$ cat src/rtl/spt_pkg.sv
package spt_pkg;

  typedef enum logic [1:0] {
    OUT_OFF     = 2'd0,
    OUT_TOGGLE  = 2'd1,
    OUT_PWM     = 2'd2,
    OUT_PWM_INV = 2'd3
  } outMode_e;

  // Strobes from the control to the datapath.
  typedef struct packed {
    logic tick;     // timer tick from the prescaler
    logic pwmA;     // channel A is in a PWM mode
    logic invA;     // channel A PWM is inverted
    logic toggleA;  // channel A is in a valid toggle mode
    logic pwmB;     // channel B is in a PWM mode
    logic invB;     // channel B PWM is inverted
  } strobe_t;

endpackage

$ cat src/rtl/spt_ctrl.sv
module spt_ctrl
  import spt_pkg::*;
#(
  parameter int PRE_W = 10
) (
  input  logic       clk,
  input  logic       rstN,
  input  logic [2:0] preSel,
  input  logic [1:0] modeA,
  input  logic [1:0] modeB,
  input  logic       topFromA,
  output strobe_t    strobe
);

  localparam int DIV_W = PRE_W + 1;

  function automatic logic [DIV_W-1:0] divFor(input logic [2:0] sel);
    case (sel)
      3'd1:    divFor = DIV_W'(1);
      3'd2:    divFor = DIV_W'(1) << 3;
      3'd3:    divFor = DIV_W'(1) << 6;
      3'd4:    divFor = DIV_W'(1) << 8;
      3'd5:    divFor = DIV_W'(1) << PRE_W;
      default: divFor = '0;
    endcase
  endfunction

  logic [PRE_W-1:0] preCnt;
  logic [2:0]       preSelQ;
  logic [DIV_W-1:0] divisor;
  logic             running;
  logic             selChange;
  logic             preHit;
  outMode_e         modeAE;
  outMode_e         modeBE;

  assign divisor   = divFor(preSel);
  assign running   = (divisor != '0);
  assign selChange = (preSel != preSelQ);
  assign preHit    = running && ({1'b0, preCnt} == divisor - 1'b1);

  always_ff @(posedge clk or negedge rstN) begin
    if (!rstN) begin
      preCnt  <= '0;
      preSelQ <= '0;
    end else begin
      preSelQ <= preSel;
      if (selChange || !running || preHit) preCnt <= '0;
      else                                 preCnt <= preCnt + 1'b1;
    end
  end

  assign modeAE = outMode_e'(modeA);
  assign modeBE = outMode_e'(modeB);

  always_comb begin
    strobe.tick    = preHit && !selChange;
    strobe.pwmA    = (modeAE == OUT_PWM) || (modeAE == OUT_PWM_INV);
    strobe.invA    = (modeAE == OUT_PWM_INV);
    strobe.toggleA = (modeAE == OUT_TOGGLE) && topFromA;
    strobe.pwmB    = (modeBE == OUT_PWM) || (modeBE == OUT_PWM_INV);
    strobe.invB    = (modeBE == OUT_PWM_INV);
  end

  AST_PRESCALE_RESTART: assert property (@(posedge clk) disable iff (!rstN)
    selChange |=> (!strobe.tick || preSel == 3'd1));

endmodule

$ cat src/rtl/spt_datapath.sv
module spt_datapath
  import spt_pkg::*;
#(
  parameter int CNT_W = 16
) (
  input  logic             clk,
  input  logic             rstN,
  input  strobe_t          strobe,
  input  logic [CNT_W-1:0] wrData,
  input  logic             wrPeriod,
  input  logic             wrCmpA,
  input  logic             wrCmpB,
  input  logic             topFromA,
  input  logic             ovfClear,
  output logic             waveA,
  output logic             waveB,
  output logic             ovfFlag,
  output logic [CNT_W-1:0] count,
  output logic [CNT_W-1:0] cmpARead,
  output logic [CNT_W-1:0] cmpBRead
);

  logic [CNT_W-1:0] cnt, period, bufA, bufB, actA, actB, top;
  logic atTop, wrapTick, matchA, matchB;
  logic pwmAQ, pwmBQ, togAQ, ovfQ;

  assign top      = topFromA ? actA : period;
  assign atTop    = (cnt == top);
  assign wrapTick = strobe.tick && atTop;
  assign matchA   = strobe.tick && (cnt == actA);
  assign matchB   = strobe.tick && (cnt == actB);

  always_ff @(posedge clk or negedge rstN) begin
    if (!rstN) begin
      cnt    <= '0;
      period <= '0;
      bufA   <= '0;
      bufB   <= '0;
      actA   <= '0;
      actB   <= '0;
      ovfQ   <= 1'b0;
    end else begin
      if (wrPeriod) period <= wrData;
      if (wrCmpA)   bufA   <= wrData;
      if (wrCmpB)   bufB   <= wrData;
      if (strobe.tick) begin
        if (atTop) begin
          cnt  <= '0;
          actA <= bufA;
          actB <= bufB;
        end else begin
          cnt <= cnt + 1'b1;
        end
      end
      if (wrapTick)      ovfQ <= 1'b1;
      else if (ovfClear) ovfQ <= 1'b0;
    end
  end

  // Waveform state: a wrap sets, a compare match clears, and the wrap wins.
  always_ff @(posedge clk or negedge rstN) begin
    if (!rstN) begin
      pwmAQ <= 1'b0;
      pwmBQ <= 1'b0;
      togAQ <= 1'b0;
    end else begin
      if (wrapTick)    pwmAQ <= 1'b1;
      else if (matchA) pwmAQ <= 1'b0;
      if (wrapTick)    pwmBQ <= 1'b1;
      else if (matchB) pwmBQ <= 1'b0;
      if (matchA && strobe.toggleA) togAQ <= ~togAQ;
    end
  end

  assign waveA    = strobe.toggleA ? togAQ :
                    strobe.pwmA    ? (pwmAQ ^ strobe.invA) : 1'b0;
  assign waveB    = strobe.pwmB ? (pwmBQ ^ strobe.invB) : 1'b0;
  assign ovfFlag  = ovfQ;
  assign count    = cnt;
  assign cmpARead = bufA;
  assign cmpBRead = bufB;

  AST_WRAP_AT_TOP: assert property (@(posedge clk) disable iff (!rstN)
    wrapTick |=> (count == '0 && ovfFlag));

  AST_HOLD_NO_TICK: assert property (@(posedge clk) disable iff (!rstN)
    !strobe.tick |=> $stable(count));

  AST_ACTIVE_STABLE: assert property (@(posedge clk) disable iff (!rstN)
    !wrapTick |=> ($stable(actA) && $stable(actB)));

  AST_OVF_STICKY: assert property (@(posedge clk) disable iff (!rstN)
    (ovfFlag && !ovfClear) |=> ovfFlag);

  AST_MAX_ROLLOVER: assert property (@(posedge clk) disable iff (!rstN)
    (strobe.tick && !atTop && cnt == '1) |=> (count == '0));

endmodule

$ cat src/rtl/slope_pwm_timer.sv
module slope_pwm_timer
  import spt_pkg::*;
#(
  parameter int CNT_W = 16,
  parameter int PRE_W = 10
) (
  input  logic             clk,
  input  logic             rstN,
  input  logic [CNT_W-1:0] wrData,
  input  logic             wrPeriod,
  input  logic             wrCmpA,
  input  logic             wrCmpB,
  input  logic             ovfClear,
  input  logic [1:0]       modeA,
  input  logic [1:0]       modeB,
  input  logic             topFromA,
  input  logic [2:0]       preSel,
  output logic             waveA,
  output logic             waveB,
  output logic             ovfFlag,
  output logic [CNT_W-1:0] count,
  output logic [CNT_W-1:0] cmpARead,
  output logic [CNT_W-1:0] cmpBRead
);

  strobe_t strobe;

  spt_ctrl #(.PRE_W(PRE_W)) i_ctrl (
    .clk      (clk),
    .rstN     (rstN),
    .preSel   (preSel),
    .modeA    (modeA),
    .modeB    (modeB),
    .topFromA (topFromA),
    .strobe   (strobe)
  );

  spt_datapath #(.CNT_W(CNT_W)) i_datapath (
    .clk      (clk),
    .rstN     (rstN),
    .strobe   (strobe),
    .wrData   (wrData),
    .wrPeriod (wrPeriod),
    .wrCmpA   (wrCmpA),
    .wrCmpB   (wrCmpB),
    .topFromA (topFromA),
    .ovfClear (ovfClear),
    .waveA    (waveA),
    .waveB    (waveB),
    .ovfFlag  (ovfFlag),
    .count    (count),
    .cmpARead (cmpARead),
    .cmpBRead (cmpBRead)
  );

endmodule

$ cat config.mk
export PLATFORM = sky130hd
export DESIGN_NAME = slope_pwm_timer
export DESIGN_NICKNAME = d
export VERILOG_FILES = /design/src/rtl/spt_pkg.sv /design/src/rtl/spt_ctrl.sv /design/src/rtl/spt_datapath.sv /design/src/rtl/slope_pwm_timer.sv
export SDC_FILE = /design/constraint.sdc
export NUM_CORES = 1
export LEC_CHECK = 0
export BUFFER_PORTS_ARGS = -buffer_cell sky130_fd_sc_hd__buf_2
export CAP_MARGIN = 15
export CORE_MARGIN = 2
export CORE_UTILIZATION = 40
export DETAILED_ROUTE_END_ITERATION = 7
export PLACE_DENSITY = 0.57
export SYNTH_ARGS = -nofsm -noshare
export SYNTH_HDL_FRONTEND = slang
export SYNTH_SLANG_ARGS = --single-unit
$ cat constraint.sdc
create_clock -name clk -period 2.8 [get_ports clk]
set_input_delay 0.28 -clock clk [delete_from_list [all_inputs] [get_ports clk]]
set_output_delay 0.28 -clock clk [all_outputs]
set_load 0.02 [all_outputs]
# Yosys cells after proc, flatten, opt, wreduce, memory -nomap -nowiden
# Index checks and enable logic that the tools add are counted.
# totals
in_bits	30
word_cells	64
reg_bits	113
# op_classes
reduce_logical	18
muxes	13
add_sub_neg	3
n_eq_ne	15
n_bitwise	3
# op_table
op	n
one-hot mux 11 bit (5 select lines)	1
== test 16 bit	3
2-to-1 mux 16 bit	2
adder 16 x 1 -> 16 bit, second input constant	1
== test 10 x 11 -> 1 bit	1
nonzero test 11 bit	1
subtractor 11 x 1 -> 11 bit, second input constant	1
adder 10 x 1 -> 10 bit, second input constant	1
2-to-1 mux 10 bit	1
2-to-1 mux 1 bit	9
== test 2 bit, second input constant	4
logical AND 1 bit	7
== test 3 x 2 -> 1 bit, second input constant	2
== test 3 bit, second input constant	2
nonzero test 2 bit	3
logical OR 1 bit	4
== test 3 x 1 -> 1 bit, second input constant	1
!= test 3 bit	1
== test 2 x 1 -> 1 bit, second input constant	1
logical NOT 1 bit	2
AND reduction 2 bit	1
XOR 1 bit	2
inverter 1 bit	1

# Logic depth before layout (Yosys ltp)
# Gate-level depths: netlist of run 1.
# depth
word_depth	9
mapped_depth	12

# Hierarchy
# Synthesis of run 1 repeated with hierarchy kept, for this count alone.
# unflattened
cells_unflattened	464
hier_area_um2	5718.0
# modules_own_cells
mod	seq_area_each_um2	cells_each	area_each_um2	instances
spt_datapath	2502.4	362	4783.3	1
spt_ctrl	325.3	102	934.6	1

# Worst setup path after synthesis of run 1
# No wires, ideal clock.
# synth_path
path_kind	input to register
start	input port preSel[0]
end	register i_datapath.cnt[12], in the netlist i_datapath.count[12]
t_arrival_ps	2790
setup_slack_ps	-67
path_stages	10
n_path_buf	2
setup_time_ps	77
cell_sequence	buf_4 > or3b_2 > ha_1 > xnor2_1 > a21oi_1 > a211oi_4 > nand4_4 > buf_6 > or4_1 > a21oi_1
# synth_via
elab_chain_len	6
# synth_rtl
item	line_no	source
from (decl)	slope_pwm_timer.sv:17	input logic [2:0] preSel,
== test 3 bit (tied with other cells)	spt_ctrl.sv:18	case (sel)
one-hot mux 11 bit (5 select lines)	spt_ctrl.sv:18	
subtractor 11 x 1 -> 11 bit	spt_ctrl.sv:40	assign preHit = running && ({1'b0, preCnt} == divisor - 1'b1);
== test 10 x 11 -> 1 bit	spt_ctrl.sv:40	
logical AND 1 bit	spt_ctrl.sv:40	
logical AND 1 bit *	spt_ctrl.sv:57	strobe.tick = preHit && !selChange;
to (signal assigned)	spt_datapath.sv:52	cnt <= cnt + 1'b1;
to (decl)	spt_datapath.sv:23	logic [CNT_W-1:0] cnt, period, bufA, bufB, actA, actB, top;
# Mark *: on every way between the ends. The rest lies on a longest branch, timed or not.
# A chain may end at the register's enable or synchronous reset.

# Worst setup path after layout of run 1
# layout_path
start	input port preSel[0]
end	register i_datapath.cnt[13], in the netlist i_datapath.count[13]
# Same word-level chain as after synthesis.

==> summary.md, run 1 <==
| Metric | Value |
|---|---|
| Nets | `575` |
| Number of max-cap violations | `0` |
| GRT Total Usage | `19.1%` |
| Remaining DRCs | `0` |
| # hold bufs at CTS | `1` |
| Cells after DPL | `701` |
| Hold/Removal Path Class | `in -> reg` |
| Cts bufs inserted | `17` |
| Max-slew violations | `0` |
| Placer Congestion | `0.790` |
| Period utilisation layout | `88.4%` |
| Post-synthesis sequential area ratio | `50.7%` |
| Crit-path max FO | `24` |
| Origin of the critical flop-to-flop path | `i_ctrl.preCnt[4]$_DFF_PN0_` |
| Post-synth EDFFs | `0` |
| Arr. time, crit path | `2.81 ns` |
| Syn Nets | `485` |
| Leakage power | `3.32 nW` |
| Layout cells sized above 1 | `36.8%` |
| Area grow syn2layout | `23.5%` |
| R2r endpoint | `i_datapath.count[13]$_DFFE_PN0P_` |
| Pwr Total | `4.44 mW` |
| TNS Setup | `0 ns` |
| FF-to-FF path depth | `6` |
| CP cell instances | `buf_2 -> or3b_2 -> ha_2 -> or3_1 -> a211oi_2 -> nand4_4 -> buf_12 -> or4_1 -> a21oi_1` |
| Width of the die | `122 um` |
| Mean Syn Cell Area | `12.3 um^2` |
| Top Ports | `81` |
| Crit. End Element | `flip-flop` |
| CTS Root Cell | `clkbuf_16` |
| Number of H-tree levels | `4` |
| Buffers on Ports | `80` |
| Final Instance Area | `0.00689 mm^2` |
| Routed Wire Length | `13.1 mm` |
| Setup WS post-layout | `0.323 ns` |
| Crit start category | `input pin` |
| R2R Setup Slk | `0.47 ns` |
| Fin. Hold Viols | `0` |
| Main flop type after synthesis | `dfrtp_1` |
| Die Footprint | `0.0149 mm^2` |
| Worst Hold Depth | `2` |
| Yosys reg bits | `113` |
| Initial antenna violation count | `0` |
| Power density cells | `644 mW/mm^2` |
| Clock Sinks | `113` |
| Netlist cell types | `47` |
| DR vias | `3,808` |
| Largest net degree at the start of global routing | `59` |
| Hold path startpoint | `ovfClear` |
| Clk Latency, worst-skew pair | `0.41 ns` |
| Rel. slew slack | `55.6%` |
| Die Y | `122 um` |
| Post-CTS Setup Repair Bufs | `0` |
| Max stage delay on crit path | `0.50 ns` |
| Setup violators final | `0` |
| Top achievable clock speed | `404 MHz` |
| Post-CTS Resized | `0` |
| Yosys warnings | `0` |
| CTS max path bufs | `2` |
| DP HPWL | `9.56 mm` |
| Core area | `0.0138 mm^2` |
| Fill count | `1,262` |
| Ys async rst share | `100%` |
| Syn Inst Count | `452` |
| Worst EP required | `3.14 ns` |
| Final min period | `2.48 ns` |
| Post-route ant nets | `0` |
| First-pass GRT wire length | `21.1 mm` |
| Dpl cell area | `0.00624 mm^2` |
| Total grt overflow | `0` |
| CTS tree | `yes` |
| Antenna cell count | `0` |
| Max VDD drop | `0.363 mV` |
| Worst-path clk slew | `0.06 ns` |
| Wire per inst | `17.9 um` |
| Hold Crit Endpoint | `i_datapath.ovfFlag$_DFFE_PN0P_` |
| DR iter-0 viols | `228` |
| Vias per cell | `5.18` |
| Rows | `43` |
| Status | `completed` |
| Critical path class | `in -> reg` |
| RSZ-0062 raised after global routing | `no` |
| Slowest cell on the critical path | `or4_1` |
| Worst-Margin Slew | `0.655 ns` |
| DP Worst Slack | `-0.110 ns` |
| Finished Layout Cells | `735` |
| Clock skew | `0.00795 ns` |
| Initial Util | `40.5%` |
| Synthesized cell area | `0.00558 mm^2` |
| Vias in the first global route | `3,912` |
| 1st-pass router iterations | `4` |
synthesized netlist by cell type (2+ instances only):
library cell	number	area (um^2)
inv_1	6	22.5
nand3_1	14	70.1
nor2_1	13	48.8
xor2_1	34	298
a22oi_1	2	15.0
o31ai_1	12	90.1
clkbuf_1	20	75.1
buf_2	3	15.0
buf_4	2	15.0
nand2b_1	2	12.5
mux2i_1	12	120
buf_1	2	7.51
ha_1	3	37.5
nor4_1	6	37.5
nand4_1	5	31.3
and3_1	4	25.0
xnor2_1	33	289
mux2_1	27	304
nor4_2	2	25.0
mux2_2	53	597
a21oi_1	15	75.1
dfrtp_1	113	2830
nand2_1	13	48.8
nor2b_1	2	12.5
o21ai_0	10	50.1
buf_6	7	78.8
and2_1	3	18.8
or3_1	2	12.5
nor3_1	3	15.0
or4_1	11	82.6
nand4_4	2	42.5
state kept, by name, indices dropped and copies added (netlist names):
signal and flops:
i_ctrl.preCnt 10, i_datapath.actB 16, i_datapath.pwmBQ 1, i_datapath.actA 16, i_datapath.ovfFlag 1, i_datapath.togAQ 1
i_datapath.pwmAQ 1, i_datapath.period 16, i_ctrl.preSelQ 3, i_datapath.cmpARead 16, i_datapath.cmpBRead 16, i_datapath.count 16
kinds of logic after synthesis:
logic type | Yosys count | synth area share, %
buffers and inverters | 40 | 3.83
multiplexers | 92 | 18.3
AO/OA/AOI/OAI | 44 | 5.16
XOR/XNOR | 68 | 10.8
flip-flops | 113 | 50.7
adder cells (fa/ha/maj) | 4 | 0.852
AND/OR/NAND/NOR | 91 | 10.4
where the power goes:
group          internal, mW  switching, mW  total [mW]
Sequential             1.71         0.0566        1.76
Combinational         0.162          0.213       0.375
Clock                  1.53          0.766        2.30
worst max-delay path, delay by kind of cell:
kind / cells / cell delay [ns]
simple gates: 4 / 1.51
compound gates: 2 / 0.46
fa+ha+maj: 1 / 0.24
buf+inv: 2 / 0.32
cells in the final DEF, fill, tap and decap left out, types with 4 or more instances in the layout:
| master | count |
|---|---|
| buf_4 | 21 |
| nor4_1 | 6 |
| or4_1 | 11 |
| xnor2_1 | 32 |
| nand4_1 | 5 |
| nor2_1 | 13 |
| and3_1 | 4 |
| o31ai_1 | 12 |
| dfrtp_1 | 113 |
| mux2i_1 | 12 |
| inv_1 | 6 |
| nand2_1 | 13 |
| xor2_1 | 34 |
| o21ai_0 | 10 |
| mux2_2 | 53 |
| buf_2 | 80 |
| bufinv_16 | 4 |
| mux2_1 | 27 |
| nand3_1 | 14 |
| clkbuf_16 | 17 |
| clkinvlp_4 | 5 |
| a21oi_1 | 15 |
metrics by stage:
stage               util, %  hold WS (ns)
floorplan                 -       -0.0156
global placement       45.3         0.205
detailed placement     45.3         0.207
global route           50.0        0.0563
CTS                    50.0        0.0406
finish                 50.0        0.0587
routing by layer:
metal  global-route usage (%)  vias to the layer above  wire length [um]
met5                        0                        -                 0
met4                     6.18                        0               210
met3                     5.62                       16               658
met2                     30.4                       90              6250
met1                     25.0                     1914              6000
li1                         -                     1788                 -
final cells by class:
class / count / area, um^2 / share of cell area, %
multi-input cells: 299 / 2550 / 37.0
clock buffers: 19 / 453 / 6.57
clock inverters: 13 / 185 / 2.69
repair buffers: 105 / 628 / 9.12
inverters: 6 / 22.5 / 0.327
flip-flops and latches: 113 / 2830 / 41.0
well taps: 180 / 225 / 3.27
worst max-delay path by stage:
stage	startpoint	cells after the start	to	slack, ns
global route	preSel[0]	9	i_datapath.count[14]$_DFFE_PN0P_	0.24
floorplan	preSel[0]	9	i_datapath.count[12]$_DFFE_PN0P_	0.01
CTS	preSel[0]	9	i_datapath.count[8]$_DFFE_PN0P_	0.33
finish	preSel[0]	9	i_datapath.count[13]$_DFFE_PN0P_	0.32
detailed placement	preSel[0]	9	i_datapath.count[10]$_DFFE_PN0P_	-0.11
global placement	preSel[0]	9	i_datapath.count[8]$_DFFE_PN0P_	-0.02
No activity file was read; power rests on OpenSTA's default activity.
==> run 2, diff against run 1 <==
CELL_PAD_IN_SITES_DETAIL_PLACEMENT = 0   (was unset)
CELL_PAD_IN_SITES_GLOBAL_PLACEMENT = 1   (was unset)
PLACE_DENSITY = 0.69   (was 0.57)
==> summary.md, run 2 (synthesis gave the netlist of run 1 again) <==
| Metric | Value |
|---|---|
| Crit start category | `input pin` |
| Vias per cell | `5.17` |
| DR iter-0 viols | `146` |
| Final min period | `2.48 ns` |
| Total grt overflow | `0` |
| Core area | `0.0138 mm^2` |
| Die Y | `122 um` |
| Setup violators final | `0` |
| Initial Util | `40.5%` |
| Hold/Removal Path Class | `in -> reg` |
| Clock Sinks | `113` |
| Fill count | `1,232` |
| Placer Congestion | `0.835` |
| GR Layer Usage met2 | `28.8%` |
| Nets | `573` |
| Met3 GRT Util | `5.10%` |
| Origin of the critical flop-to-flop path | `i_datapath.count[4]$_DFFE_PN0P_` |
| Status | `completed` |
| Initial antenna violation count | `0` |
| Hold path startpoint | `ovfClear` |
| Area grow syn2layout | `24.3%` |
| Slowest cell on the critical path | `or4_1` |
| Post-CTS Setup Repair Bufs | `0` |
| Buffers on Ports | `80` |
| GRT Total Usage | `18.5%` |
| Layout cells sized above 1 | `36.3%` |
| CTS max path bufs | `2` |
| Rel. slew slack | `56.9%` |
| R2R Setup Slk | `0.43 ns` |
| Wire per inst | `17.4 um` |
| Commonest non-fill, non-tap cell in the layout | `dfrtp_1` |
| Crit. End Element | `flip-flop` |
| Routed Wire Length | `12.8 mm` |
| Met1 Use GR | `24.4%` |
| Worst EP required | `3.13 ns` |
| Worst-Margin Slew | `0.646 ns` |
| Worst Hold Depth | `2` |
| Width of the die | `122 um` |
| Hold Crit Endpoint | `i_datapath.ovfFlag$_DFFE_PN0P_` |
| Antenna cell count | `0` |
| DR vias | `3,791` |
| DP HPWL | `9.32 mm` |
| Max stage delay on crit path | `0.51 ns` |
| Rows | `43` |
| Die Footprint | `0.0149 mm^2` |
| CTS tree | `yes` |
| Remaining DRCs | `0` |
| RSZ-0062 raised after global routing | `no` |
| Number of max-cap violations | `0` |
| Worst-path clk slew | `0.05 ns` |
| R2r endpoint | `i_datapath.count[15]$_DFFE_PN0P_` |
| Most frequent cells in the layout | `dfrtp_1 (113), buf_2 (80), mux2_2 (53), xor2_1 (34), xnor2_1 (32)` |
| Arr. time, crit path | `2.81 ns` |
| Clock skew | `0.00859 ns` |
| Post-route ant nets | `0` |
| Leakage power | `3.35 nW` |
| Pwr Total | `4.63 mW` |
| Crit-path max FO | `25` |
| Top Ports | `81` |
| Cts bufs inserted | `17` |
| Period utilisation layout | `88.7%` |
| Top achievable clock speed | `403 MHz` |
| CP cell instances | `buf_2 -> or3b_2 -> ha_2 -> or3_1 -> a211oi_2 -> nand4_4 -> buf_12 -> or4_1 -> a21oi_1` |
| Largest net degree at the start of global routing | `67` |
| FF-to-FF path depth | `6` |
| Fin. Hold Viols | `0` |
| Clk Latency, worst-skew pair | `0.41 ns` |
| 1st-pass router iterations | `4` |
| Gr busiest metal | `met2` |
| CTS Root Cell | `clkbuf_16` |
| Max VDD drop | `0.390 mV` |
| Power density cells | `667 mW/mm^2` |
| Max-slew violations | `0` |
| Setup WS post-layout | `0.317 ns` |
| Number of H-tree levels | `4` |
| First-pass GRT wire length | `20.5 mm` |
| Vias in the first global route | `3,891` |
| Critical path class | `in -> reg` |
| DP Worst Slack | `-0.106 ns` |
run 2: cell types whose count changed in the layout (fill, tap and decap cells not counted), sizes merged:
cell	change
bufinv	+2
clkinvlp	-4
buf	-2
clkbuf	+3
clkinv	-1
run 2: through the flow:
| stage | std cells | TNS [ns] | hold slack [ns] | area [um^2] | utilization [%] |
|---|---|---|---|---|---|
| after floorplan | 452 | 0 | -0.0156 | 5590 | - |
| after global placement | 699 | -0.287 | 0.334 | 6230 | 45.3 |
| after detailed placement | 700 | -0.991 | 0.342 | 6240 | 45.3 |
| after CTS | 733 | 0 | 0.0479 | 6940 | 50.4 |
| after global routing | 733 | 0 | 0.0543 | 6940 | 50.4 |
| final | 733 | 0 | 0.0659 | 6940 | 50.4 |
run 2: where the power goes:
part / internal (mW) / switching, mW / total, mW
Sequential: 1.71 / 0.0570 / 1.77
Combinational: 0.161 / 0.211 / 0.372
Clock: 1.76 / 0.734 / 2.49
run 2: metal layers:
layer | up-vias | part of all wire, %
li1 | 1775 | -
met1 | 1916 | 47
met2 | 80 | 47
met3 | 20 | 4.5
met4 | 0 | 2.0
met5 | - | 0
run 2: repair_timing:
action / CTS / global route
hold endpoints to repair: 47 / 0
gates resized for setup: 0 / 0
hold buffers: 1 / 0
setup endpoints to repair: 0 / 0
run 2: final cells by class:
cell class / count / area, um^2 / share of cell area, %
Tap cell: 180 / 225 / 3.25
Inverter: 6 / 22.5 / 0.325
Timing Repair Buffer: 103 / 626 / 9.02
Sequential cell: 113 / 2830 / 40.8
Clock buffer: 22 / 484 / 6.98
Clock inverter: 10 / 203 / 2.92
Multi-Input combinational cell: 299 / 2550 / 36.7
run 2: worst max-delay path: cells and delay by family:
family	cells	cell delay, ns
simple gates	4	1.52
compound gates	2	0.46
buf+inv	2	0.31
fa+ha+maj	1	0.23
run 2: worst max path at each step:
| stage | from | end | slack [ns] | cells after the start |
|---|---|---|---|---|
| 2_1_floorplan | preSel[0] | i_datapath.count[12]$_DFFE_PN0P_ | 0.01 | 9 |
| 3_3_place_gp | preSel[0] | i_datapath.count[11]$_DFFE_PN0P_ | -0.03 | 9 |
| 3_5_place_dp | preSel[0] | i_datapath.count[15]$_DFFE_PN0P_ | -0.11 | 9 |
| 4_1_cts | preSel[0] | i_datapath.count[8]$_DFFE_PN0P_ | 0.31 | 9 |
| 5_1_grt | preSel[0] | i_datapath.count[14]$_DFFE_PN0P_ | 0.16 | 9 |
| 6_report | preSel[0] | i_datapath.count[8]$_DFFE_PN0P_ | 0.32 | 9 |
